--- config.mk ---
export PLATFORM = sky130hd
export DESIGN_NAME = smi_paged_regfile
export DESIGN_NICKNAME = d
export VERILOG_FILES = /design/src/rtl/smi_pkg.sv /design/src/rtl/smi_edge_sampler.sv /design/src/rtl/smi_frame_fsm.sv /design/src/rtl/smi_page_bank.sv /design/src/rtl/smi_paged_regfile.sv
export SDC_FILE = /design/constraint.sdc
export NUM_CORES = 2
export LEC_CHECK = 0
export BUFFER_PORTS_ARGS = -buffer_cell sky130_fd_sc_hd__buf_4
export CELL_PAD_IN_SITES_DETAIL_PLACEMENT = 1
export CELL_PAD_IN_SITES_GLOBAL_PLACEMENT = 1
export CORE_MARGIN = 2
export CORE_UTILIZATION = 38
export CTS_CLUSTER_SIZE = 30
export DETAILED_ROUTE_END_ITERATION = 10
export PLACE_DENSITY = 0.69
export SYNTH_ARGS = -nofsm -noshare
export SYNTH_HDL_FRONTEND = slang
export SYNTH_SLANG_ARGS = --single-unit
--- constraint.sdc ---
create_clock -name clk_i -period 3.5 [get_ports clk_i]
set_input_delay 0.7 -clock clk_i [delete_from_list [all_inputs] [get_ports clk_i]]
set_output_delay 0.7 -clock clk_i [all_outputs]
set_load 0.005 [all_outputs]
--- src/rtl/smi_pkg.sv ---
package smi_pkg;
  typedef enum logic [2:0] {
    S_PRE,
    S_ST1,
    S_OP,
    S_DEV,
    S_REG,
    S_TA,
    S_DATA
  } smi_state_e;

  localparam logic [1:0] OP_RD = 2'b10;
  localparam logic [1:0] OP_WR = 2'b01;
endpackage

--- src/rtl/smi_edge_sampler.sv ---
module smi_edge_sampler #(
  parameter int SYNC_STAGES = 2
) (
  input  logic clk_i,
  input  logic rst_ni,
  input  logic mgmt_clk_i,
  input  logic mgmt_data_i,
  output logic rise_o,
  output logic fall_o,
  output logic bit_o
);
  localparam int MSB = SYNC_STAGES - 1;

  logic [SYNC_STAGES-1:0] clk_sync_q;
  logic [SYNC_STAGES-1:0] dat_sync_q;
  logic                   clk_prev_q;

  always_ff @(posedge clk_i or negedge rst_ni) begin
    if (!rst_ni) begin
      clk_sync_q <= '0;
      dat_sync_q <= '1;
      clk_prev_q <= 1'b0;
    end else begin
      clk_sync_q <= {clk_sync_q[MSB-1:0], mgmt_clk_i};
      dat_sync_q <= {dat_sync_q[MSB-1:0], mgmt_data_i};
      clk_prev_q <= clk_sync_q[MSB];
    end
  end

  assign rise_o = clk_sync_q[MSB] & ~clk_prev_q;
  assign fall_o = ~clk_sync_q[MSB] & clk_prev_q;
  assign bit_o  = dat_sync_q[MSB];
endmodule

--- src/rtl/smi_frame_fsm.sv ---
module smi_frame_fsm
  import smi_pkg::*;
#(
  parameter int DATA_W  = 16,
  parameter int ADDR_W  = 5,
  parameter int PRE_LEN = 32
) (
  input  logic              clk_i,
  input  logic              rst_ni,
  input  logic              rise_i,
  input  logic              fall_i,
  input  logic              bit_i,
  input  logic [ADDR_W-1:0] local_id_i,
  input  logic [DATA_W-1:0] rd_data_i,
  output logic [ADDR_W-1:0] reg_addr_o,
  output logic              wr_stb_o,
  output logic [DATA_W-1:0] wr_data_o,
  output logic              data_o,
  output logic              oe_o
);
  localparam int CNT_MAX = (PRE_LEN > DATA_W) ? PRE_LEN : DATA_W;
  localparam int CNT_W   = $clog2(CNT_MAX + 1);
  localparam logic [CNT_W-1:0] PRE_CNT  = CNT_W'(PRE_LEN);
  localparam logic [CNT_W-1:0] ADDR_END = CNT_W'(ADDR_W - 1);
  localparam logic [CNT_W-1:0] DATA_END = CNT_W'(DATA_W - 1);

  smi_state_e        state_q;
  logic [CNT_W-1:0]  cnt_q;
  logic [1:0]        op_q;
  logic [ADDR_W-1:0] dev_q, reg_q;
  logic              dev_hit_q;
  logic [DATA_W-1:0] sh_q, wr_data_q;
  logic              wr_stb_q, oe_q, data_q;
  logic              rd_hit;

  assign rd_hit = dev_hit_q && (op_q == OP_RD);

  always_ff @(posedge clk_i or negedge rst_ni) begin
    if (!rst_ni) begin
      state_q   <= S_PRE;
      cnt_q     <= '0;
      op_q      <= '0;
      dev_q     <= '0;
      reg_q     <= '0;
      dev_hit_q <= 1'b0;
      sh_q      <= '0;
      wr_data_q <= '0;
      wr_stb_q  <= 1'b0;
    end else begin
      wr_stb_q <= 1'b0;
      if (rise_i) begin
        unique case (state_q)
          S_PRE: begin
            if (bit_i) begin
              if (cnt_q < PRE_CNT) cnt_q <= cnt_q + 1'b1;
            end else begin
              if (cnt_q == PRE_CNT) state_q <= S_ST1;
              cnt_q <= '0;
            end
          end
          S_ST1: begin
            state_q <= bit_i ? S_OP : S_PRE;
            cnt_q   <= '0;
          end
          S_OP: begin
            op_q <= {op_q[0], bit_i};
            if (cnt_q == 1) begin
              cnt_q   <= '0;
              state_q <= ({op_q[0], bit_i} == OP_RD || {op_q[0], bit_i} == OP_WR)
                         ? S_DEV : S_PRE;
            end else begin
              cnt_q <= cnt_q + 1'b1;
            end
          end
          S_DEV: begin
            dev_q <= {dev_q[ADDR_W-2:0], bit_i};
            if (cnt_q == ADDR_END) begin
              dev_hit_q <= ({dev_q[ADDR_W-2:0], bit_i} == local_id_i);
              cnt_q     <= '0;
              state_q   <= S_REG;
            end else begin
              cnt_q <= cnt_q + 1'b1;
            end
          end
          S_REG: begin
            reg_q <= {reg_q[ADDR_W-2:0], bit_i};
            if (cnt_q == ADDR_END) begin
              cnt_q   <= '0;
              state_q <= S_TA;
            end else begin
              cnt_q <= cnt_q + 1'b1;
            end
          end
          S_TA: begin
            // register address is complete here: capture read word
            if (cnt_q == 0) begin
              sh_q  <= rd_data_i;
              cnt_q <= cnt_q + 1'b1;
            end else begin
              cnt_q   <= '0;
              state_q <= S_DATA;
            end
          end
          S_DATA: begin
            sh_q <= {sh_q[DATA_W-2:0], bit_i};
            if (cnt_q == DATA_END) begin
              cnt_q     <= '0;
              state_q   <= S_PRE;
              wr_data_q <= {sh_q[DATA_W-2:0], bit_i};
              wr_stb_q  <= dev_hit_q && (op_q == OP_WR);
            end else begin
              cnt_q <= cnt_q + 1'b1;
            end
          end
          default: begin
            state_q <= S_PRE;
            cnt_q   <= '0;
          end
        endcase
      end
    end
  end

  // drive updates on falling edges so the line settles before the next rise
  always_ff @(posedge clk_i or negedge rst_ni) begin
    if (!rst_ni) begin
      oe_q   <= 1'b0;
      data_q <= 1'b0;
    end else if (fall_i) begin
      oe_q   <= rd_hit && ((state_q == S_TA && cnt_q == 1) || state_q == S_DATA);
      data_q <= (state_q == S_DATA) ? sh_q[DATA_W-1] : 1'b0;
    end
  end

  assign reg_addr_o = reg_q;
  assign wr_stb_o   = wr_stb_q;
  assign wr_data_o  = wr_data_q;
  assign data_o     = data_q;
  assign oe_o       = oe_q;

  a_r2_start_after_preamble: assert property (@(posedge clk_i) disable iff (!rst_ni)
    (state_q == S_ST1 && $past(state_q) == S_PRE) |-> $past(cnt_q) == PRE_CNT);
  a_r3_bad_start_hunts: assert property (@(posedge clk_i) disable iff (!rst_ni)
    (rise_i && state_q == S_ST1 && !bit_i) |=> state_q == S_PRE);
  a_r6_drive_needs_match: assert property (@(posedge clk_i) disable iff (!rst_ni)
    oe_q |-> (dev_hit_q && op_q == OP_RD));
  a_r4_release_after_data: assert property (@(posedge clk_i) disable iff (!rst_ni)
    (fall_i && state_q == S_PRE) |=> !oe_q);
  a_r5_store_at_frame_end: assert property (@(posedge clk_i) disable iff (!rst_ni)
    wr_stb_q |-> (state_q == S_PRE && cnt_q == 0));
endmodule

--- src/rtl/smi_page_bank.sv ---
module smi_page_bank #(
  parameter int DATA_W        = 16,
  parameter int ADDR_W        = 5,
  parameter int PAGES         = 4,
  parameter int PAGE_REG_ADDR = 31
) (
  input  logic              clk_i,
  input  logic              rst_ni,
  input  logic              wr_stb_i,
  input  logic [ADDR_W-1:0] addr_i,
  input  logic [DATA_W-1:0] wr_data_i,
  output logic [DATA_W-1:0] rd_data_o
);
  localparam int PAGE_W  = $clog2(PAGES);
  localparam int ENTRIES = PAGES * (2 ** ADDR_W);
  localparam logic [ADDR_W-1:0] SEL_ADDR = ADDR_W'(PAGE_REG_ADDR);

  logic [DATA_W-1:0] mem_q [ENTRIES];
  logic [PAGE_W-1:0] page_q;
  logic              sel_hit;

  assign sel_hit = (addr_i == SEL_ADDR);

  always_ff @(posedge clk_i or negedge rst_ni) begin
    if (!rst_ni) begin
      page_q <= '0;
      for (int i = 0; i < ENTRIES; i++) mem_q[i] <= '0;
    end else if (wr_stb_i) begin
      if (sel_hit) page_q <= wr_data_i[PAGE_W-1:0];
      else         mem_q[{page_q, addr_i}] <= wr_data_i;
    end
  end

  assign rd_data_o = sel_hit ? DATA_W'(page_q) : mem_q[{page_q, addr_i}];

  a_r7_page_holds: assert property (@(posedge clk_i) disable iff (!rst_ni)
    !(wr_stb_i && sel_hit) |=> $stable(page_q));
  a_r8_page_write_only_selector: assert property (@(posedge clk_i) disable iff (!rst_ni)
    (wr_stb_i && !sel_hit) |=> $stable(page_q));
endmodule

--- src/rtl/smi_paged_regfile.sv ---
module smi_paged_regfile #(
  parameter int DATA_W        = 16,
  parameter int ADDR_W        = 5,
  parameter int PAGES         = 4,
  parameter int PAGE_REG_ADDR = 31,
  parameter int PRE_LEN       = 32,
  parameter int SYNC_STAGES   = 2
) (
  input  logic              clk_i,
  input  logic              rst_ni,
  input  logic [ADDR_W-1:0] local_id_i,
  input  logic              mgmt_clk_i,
  input  logic              mgmt_data_i,
  output logic              mgmt_data_o,
  output logic              mgmt_data_oe_o
);
  logic              rise, fall, sbit, wr_stb;
  logic [ADDR_W-1:0] reg_addr;
  logic [DATA_W-1:0] rd_data, wr_data;

  smi_edge_sampler #(.SYNC_STAGES(SYNC_STAGES)) u_sampler (
    .clk_i       (clk_i),
    .rst_ni      (rst_ni),
    .mgmt_clk_i  (mgmt_clk_i),
    .mgmt_data_i (mgmt_data_i),
    .rise_o      (rise),
    .fall_o      (fall),
    .bit_o       (sbit)
  );

  smi_frame_fsm #(.DATA_W(DATA_W), .ADDR_W(ADDR_W), .PRE_LEN(PRE_LEN)) u_fsm (
    .clk_i      (clk_i),
    .rst_ni     (rst_ni),
    .rise_i     (rise),
    .fall_i     (fall),
    .bit_i      (sbit),
    .local_id_i (local_id_i),
    .rd_data_i  (rd_data),
    .reg_addr_o (reg_addr),
    .wr_stb_o   (wr_stb),
    .wr_data_o  (wr_data),
    .data_o     (mgmt_data_o),
    .oe_o       (mgmt_data_oe_o)
  );

  smi_page_bank #(
    .DATA_W(DATA_W), .ADDR_W(ADDR_W), .PAGES(PAGES), .PAGE_REG_ADDR(PAGE_REG_ADDR)
  ) u_bank (
    .clk_i     (clk_i),
    .rst_ni    (rst_ni),
    .wr_stb_i  (wr_stb),
    .addr_i    (reg_addr),
    .wr_data_i (wr_data),
    .rd_data_o (rd_data)
  );

  a_r1_quiet_out_of_reset: assert property (@(posedge clk_i) disable iff (!rst_ni)
    $rose(mgmt_data_oe_o) |-> $past(fall));
endmodule

# Word-level counts from Yosys, hierarchy flattened
# Index checks and enable logic that the tools add are counted.
[op_classes]
add_sub_neg = 1
n_lt_le_gt_ge = 3
n_eq_ne = 25
n_mux = 30
bitwise = 6
n_reduce_logical = 21
[ops]
columns = ["cell", "count"]
rows = [
  ["bitwise mux 2048 bit", 1],
  ["binary-select mux 16 bit (select 7 bit)", 1],
  ["demux 16 bit (select 7 bit)", 1],
  ["two-way mux 16 bit", 5],
  ["two-way mux 6 bit", 6],
  ["case mux 16 bit (2 select lines)", 1],
  ["case mux 6 bit (5 select lines)", 1],
  ["two-way mux 3 bit", 7],
  ["case mux 3 bit (7 select lines)", 1],
  ["inequality test 2 x 1 -> 1 bit, second input constant", 6],
  ["AND reduction 2 bit", 6],
  ["equality test 3 bit, second input constant", 3],
  ["AND reduction 3 bit", 3],
  ["greater-or-equal comparator 8 bit, second input constant", 1],
  ["less-than comparator 8 x 1 -> 1 bit, second input constant", 1],
  ["NOT 7 -> 8 bit", 1],
  ["AND reduction 8 bit", 1],
  ["adder 6 x 1 -> 6 bit, second input constant", 1],
  ["equality test 3 x 2 -> 1 bit, second input constant", 2],
  ["equality test 6 x 1 -> 1 bit, second input constant", 1],
  ["equality test 6 x 3 -> 1 bit, second input constant", 1],
  ["equality test 6 x 4 -> 1 bit, second input constant", 1],
  ["equality test 6 bit, second input constant", 1],
  ["logical NOT 6 bit", 1],
  ["17 further kinds", 32],
]
[word_totals]
regBits = 2111
input_bits = 9
output_inout_bits = 2
word_cells = 229

# Depth between registers and ports, before layout
[logic_depth]
word_depth = 7
depth_mapped = 12
mapped_depth_nobuf = 9

# Modules after synthesis
# Synthesis repeated with hierarchy kept, for this count alone.
[unflattened]
hier_cells = 7223
hier_area_um2 = 95829.4
[modules_own_cells]
columns = ["mod", "n_inst", "cells_per_inst", "area_each_um2", "seq_area_each_um2"]
rows = [
  ["smi_page_bank", 1, 6953, 93014.2, 51249.2],
  ["smi_frame_fsm", 1, 263, 2672.6, 1401.3],
  ["smi_edge_sampler", 1, 7, 142.6, 127.6],
]

# Worst setup path before layout
# Ideal clock, no wire load.
[synth_path]
kind = "flip-flop to flip-flop"
startpoint = "reg u_fsm.cnt_q[0]"
endpoint = "reg u_fsm.sh_q[13]"
setup_time_ns = 0.129
arrival_ns = 2.127
t_required_ns = 3.371
slack_ns = 1.244
stages_incl_launch_ff = 10
path_buffers = 1
period_less_slack_ns = 2.256
path_cell_list = "dfrtp_1 > inv_1 > ha_1 > nor3b_1 > nand3_1 > a21o_1 > clkbuf_1 > a221oi_1 > o21ai_0 > o41a_1"
[synth_between]
elab_chain_len = 3
[synth_rtl]
columns = ["item", "line", "text"]
rows = [
  ["start: declaration", "smi_frame_fsm.sv:28", "logic [CNT_W-1:0] cnt_q;"],
  ["start signal: assignment", "smi_frame_fsm.sv:55", "if (cnt_q < PRE_CNT) cnt_q <= cnt_q + 1'b1;"],
  ["start signal: assignment", "smi_frame_fsm.sv:72", "cnt_q <= cnt_q + 1'b1;"],
  ["start signal: assignment", "smi_frame_fsm.sv:82", "cnt_q <= cnt_q + 1'b1;"],
  ["logical NOT 6 bit", "smi_frame_fsm.sv:96", "if (cnt_q == 0) begin"],
  ["inequality test 2 x 1 -> 1 bit (no source line)", "--", ""],
  ["AND reduction 3 bit (no source line)", "--", ""],
  ["end signal: assignment", "smi_frame_fsm.sv:97", "sh_q <= rd_data_i;"],
  ["end signal: assignment", "smi_frame_fsm.sv:105", "sh_q <= {sh_q[DATA_W-2:0], bit_i};"],
  ["end: declaration", "smi_frame_fsm.sv:32", "logic [DATA_W-1:0] sh_q, wr_data_q;"],
]
# Every way passes these cells.
# A chain may end at the register's enable or synchronous reset.

# Final worst setup path
[layout_path]
startpoint = "reg u_fsm.reg_q[2] (netlist: u_fsm.reg_addr_o[2])"
endpoint = "reg u_fsm.sh_q[14]"
[layout_between]
elab_chain_len = 7
word_cells_on_any_way = 8
classes_between = "eq/ne: 1; mux: 6; bitwise: 1"
[layout_rtl]
columns = ["item", "line", "text"]
rows = [
  ["start: declaration", "smi_frame_fsm.sv:30", "logic [ADDR_W-1:0] dev_q, reg_q;"],
  ["start signal: assignment", "smi_frame_fsm.sv:86", "reg_q <= {reg_q[ADDR_W-2:0], bit_i};"],
  ["NOT 7 -> 8 bit (not written as such)", "smi_page_bank.sv:34", "assign rd_data_o = sel_hit ? DATA_W'(page_q) : mem_q[{page_q, addr_i}];"],
  ["binary-select mux 16 bit (select 7 bit)", "smi_page_bank.sv:34", ""],
  ["two-way mux 16 bit (not written as such) (2 in series)", "smi_page_bank.sv:34", ""],
  ["two-way mux 16 bit *", "smi_page_bank.sv:34", ""],
  ["two-way mux 16 bit *", "smi_frame_fsm.sv:96", ""],
  ["case mux 16 bit (2 select lines) *", "smi_frame_fsm.sv:52", "unique case (state_q)"],
]
# Mark *: on every way between the ends. The rest lies on a longest branch, timed or not. The select of a mux whose other input is x is not followed.

==> out/metrics.cfg <==
[route]
drtPass1Iterations = 8
ant_nets = 0
wirelength_um = 347400
num_vias = 63846
initialDrtViolationCount = 6100
vias_per_cell = 6.088
wire_per_inst_um = 33.12
drc = 0

[critical_path]
r2r_cells = 9
cpPeakStageDelay_ns = 0.70
startpoint_type = flop
cp_slowest_cell = dfrtp_4
critPathArrivalTime_ns = 4.35
cp.required_ns = 4.29
end_kind = flop
crit_family = compound AO/OA/AOI/OAI gates
cpMostUsedCell = buf_4
crit_chain = buf_4 -> inv_4 -> buf_4 -> a221oi_1 -> o221ai_1 -> o211ai_1 -> buf_4 -> nand4_1 -> o31a_1
r2r_start = u_fsm.reg_addr_o[2]$_DFFE_PN0P_
crit_buf_inv = 4
path_class = flop to flop
timing.rr.end = u_fsm.sh_q[14]$_DFFE_PN0P_
cp_max_fo = 20
reg2reg_slack_ns = -0.06

[final_layout]
nets = 6954
multi_input_area_sq_um = 40390
finalNonFillerCells = 10488
drive_gt1_share_pct = 48.83
area_delta_synth_final_pct = 14.84
final-seq-area_sq_um = 52900
num-fill-cells = 25243

[synthesis]
yosysMostFrequentCell = mux2_2
netlist_area_sq_um = 96640
yosysSeqAreaShare_pct = 54.67
synthArstFlopShare_pct = 100.0
ys_seq_elements = 2111
synth.top_cells.by_count = 2196 x mux2_2, 2109 x dfrtp_1, 365 x clkbuf_1
synth_area_leaders = dfrtp_1 55%, mux2_2 26%, mux4_2 5.2%
synthCells = 6835
ys.flop_type = dfrtp_1
syn_nets = 6847
ys_warn_count = 0
synth_top_area_share_pct = 54.61
avgSynthCellArea_sq_um = 14.14
yosysTopAreaCell = dfrtp_1
synth_edf_count = 0
yosysUniqueCellTypes = 78

[sta]
setup_slack_ns = -0.05878
max_freq_mhz = 281.0
slew_violations = 0
setup_viol = 3
finalHoldViolCount = 0
timing.final.crit_share_pct = 101.7
period_needed_ns = 3.559
worst_slew_pin_slew_ns = 1.357
skew_ns = 0.04826
rsz0062_at_grt = no
maxSlewHeadroom_pct = 9.553
timing.setup.tns_ns = -0.09198

[placement]
dp_hpwl_um = 225400
place_inst = 10078
place.port_buffers = 10
gp_congestion = 0.9831

[floorplanning]
start_util_pct = 38.13
core_sq_um = 253500
die_w_um = 508.3
rows = 185
die-height_um = 508.3
die_area_sq_um = 258400
io_pins = 11

[power_and_ir_drop]
powerDensity_nw_per_um2 = 444.8
switching_power_mw = 10.89
internal_power_mw = 38.48
peakVddDrop_mv = 0.4144
power_frac_comb_pct = 1.4
p_leak_nw = 52.60
pwr-share-seq_pct = 49.5
switching_share_pct = 22.05
clkPwrFrac_pct = 49.1

[run_status]
status = complete, but fails checks
violations = setup timing

[global_routing]
grt_first_pass_wirelength_um = 504400
antenna_found_initial = 20
gr-total-overflow = 0
track_usage_pct = 26.68
grt_pass1_vias = 68133
grt_max_degree = 138

[cts]
cts_buffers = 222
clock_sinks = 2111
cts_root_buf = clkbuf_16
cts_max_level = 4
cts_buffer_depth = 3
clk_latency_ns = 0.91
clkTransAtPathRegs_ns = 0.06
cts_tree = done

[min_path]
hold_path_end = u_fsm.dev_hit_q$_DFFE_PN0P_
whs_path_depth = 4
min_from = local_id_i[0]
hp-class = input pin to flop

[flow_run]
max-cap-violations = 0

[cell usage in the layout (no fill, tap or decap), types with 14 or more instances in the layout]
cell | netlist | final
dfrtp_4 | 0 | 20
nor3_1 | 17 | 17
o22ai_1 | 68 | 68
nor2_2 | 33 | 45
a221oi_1 | 201 | 201
a22o_1 | 28 | 28
a22oi_1 | 117 | 117
mux4_2 | 223 | 223
mux2_2 | 2196 | 2196
nor2_4 | 12 | 14
a211oi_1 | 17 | 17
clkbuf_1 | 365 | 63
nand3_1 | 28 | 28
clkinv_2 | 0 | 25
o221ai_1 | 29 | 29
dfrtp_1 | 2109 | 2088
a31oi_1 | 28 | 28
buf_12 | 0 | 119
a21oi_1 | 106 | 106
clkbuf_8 | 0 | 58
clkbuf_16 | 0 | 225
a221o_1 | 37 | 37
buf_4 | 102 | 469
o21ai_0 | 131 | 131
nand2_1 | 238 | 238
and3_1 | 16 | 16
nor2_1 | 128 | 114
nand2_2 | 22 | 22
mux2i_1 | 137 | 137
[cell type report]
| cell class | count | share of cell area [%] |
|---|---|---|
| clock buffers | 346 | 6.006 |
| clock inverters | 54 | 0.7046 |
| inverters | 11 | 0.04848 |
| flip-flops and latches | 2111 | 47.67 |
| diodes | 4 | 0.009019 |
| well taps | 3366 | 3.795 |
| multi-input cells | 4004 | 36.40 |
| repair buffers | 592 | 5.371 |
[per-layer routing]
metal,wire length [um],GRT usage [%]
met5,57,0
met4,18070,12.68
met1,144800,35.59
met2,160100,41.64
met3,24370,5.361
[worst max-delay path by stage]
stage,start,end,cells after the start
5_1_grt,u_fsm.reg_addr_o[2]$_DFFE_PN0P_,u_fsm.sh_q[13]$_DFFE_PN0P_,11
3_3_place_gp,u_fsm.reg_addr_o[3]$_DFFE_PN0P_,u_fsm.sh_q[12]$_DFFE_PN0P_,9
6_report,u_fsm.reg_addr_o[2]$_DFFE_PN0P_,u_fsm.sh_q[14]$_DFFE_PN0P_,9
4_1_cts,u_fsm.reg_addr_o[2]$_DFFE_PN0P_,u_fsm.sh_q[14]$_DFFE_PN0P_,9
3_5_place_dp,u_fsm.reg_addr_o[3]$_DFFE_PN0P_,u_fsm.sh_q[12]$_DFFE_PN0P_,9
2_1_floorplan,u_fsm.cnt_q[0]$_DFFE_PN0P_,u_fsm.sh_q[13]$_DFFE_PN0P_,9
[sequential cells by signal (all words and copies together), names as in the netlist]
register and count:
u_fsm.cnt_q 6, u_fsm.sh_q 16, u_fsm.op_q 2, u_fsm.reg_addr_o 5, u_fsm.dev_hit_q 1, u_fsm.dev_q 4
u_sampler.clk_sync_q 2, u_fsm.wr_stb_o 1, u_fsm.wr_data_o 16, u_fsm.oe_o 1, u_fsm.data_o 1, u_fsm.state_q 3
u_bank.mem_q 2048, u_bank.page_q 2, u_sampler.clk_prev_q 1, u_sampler.dat_sync_q 2
[per-stage QoR]
stage               setup slack [ns]  instance area, sq um  total power, mW  util (%)  hold WS (ns)
floorplan                      1.244                 96640            24.93         -        0.3312
global placement             -0.1458                103400            25.56     40.81        0.3468
detailed placement           -0.1682                103400            25.58     40.81        0.3470
CTS                          0.07428                110900            49.73     43.76        0.1158
global route                0.009888                111000            50.73     43.78        0.1911
finish                      -0.05878                111000            49.37     43.79        0.1733
[power groups by stage]
stage	logic (mW)	registers [mW]	clock network (mW)
after floorplan	0.0536	24.9	0
after global placement	0.677	24.9	0
after detailed placement	0.701	24.9	0
after CTS	0.707	24.4	24.6
after global routing	0.776	24.4	25.5
final	0.676	24.4	24.3
[worst register-to-register path: stages, from the launching register on]
cell,delay [ns]
dfrtp_4,0.70
buf_4,0.36
inv_4,0.25
buf_4,0.32
a221oi_1,0.43
o221ai_1,0.26
o211ai_1,0.30
buf_4,0.22
nand4_1,0.26
o31a_1,0.33
[logic make-up (layout without fill, tap and decap cells)]
family	after synthesis	after routing	synth area share, %
flip-flops	2111	2111	54.67
adder cells (fa/ha/maj)	3	3	0.03885
XOR/XNOR	8	8	0.07250
AND/OR/NAND/NOR	572	572	2.815
multiplexers	2559	2559	32.26
buffers and inverters	720	1003	3.651
other	0	4	0
AO/OA/AOI/OAI	862	862	6.502
[repair_timing]
item	4_1_cts	5_1_grt
hold buffers	3	0
buffers inserted	0	3
resized for setup	1	1
hold endpoints to repair	51	0
endpoints found under the setup margin	1	3
pin swaps	0	1
Power figures use the tool's default switching activity.
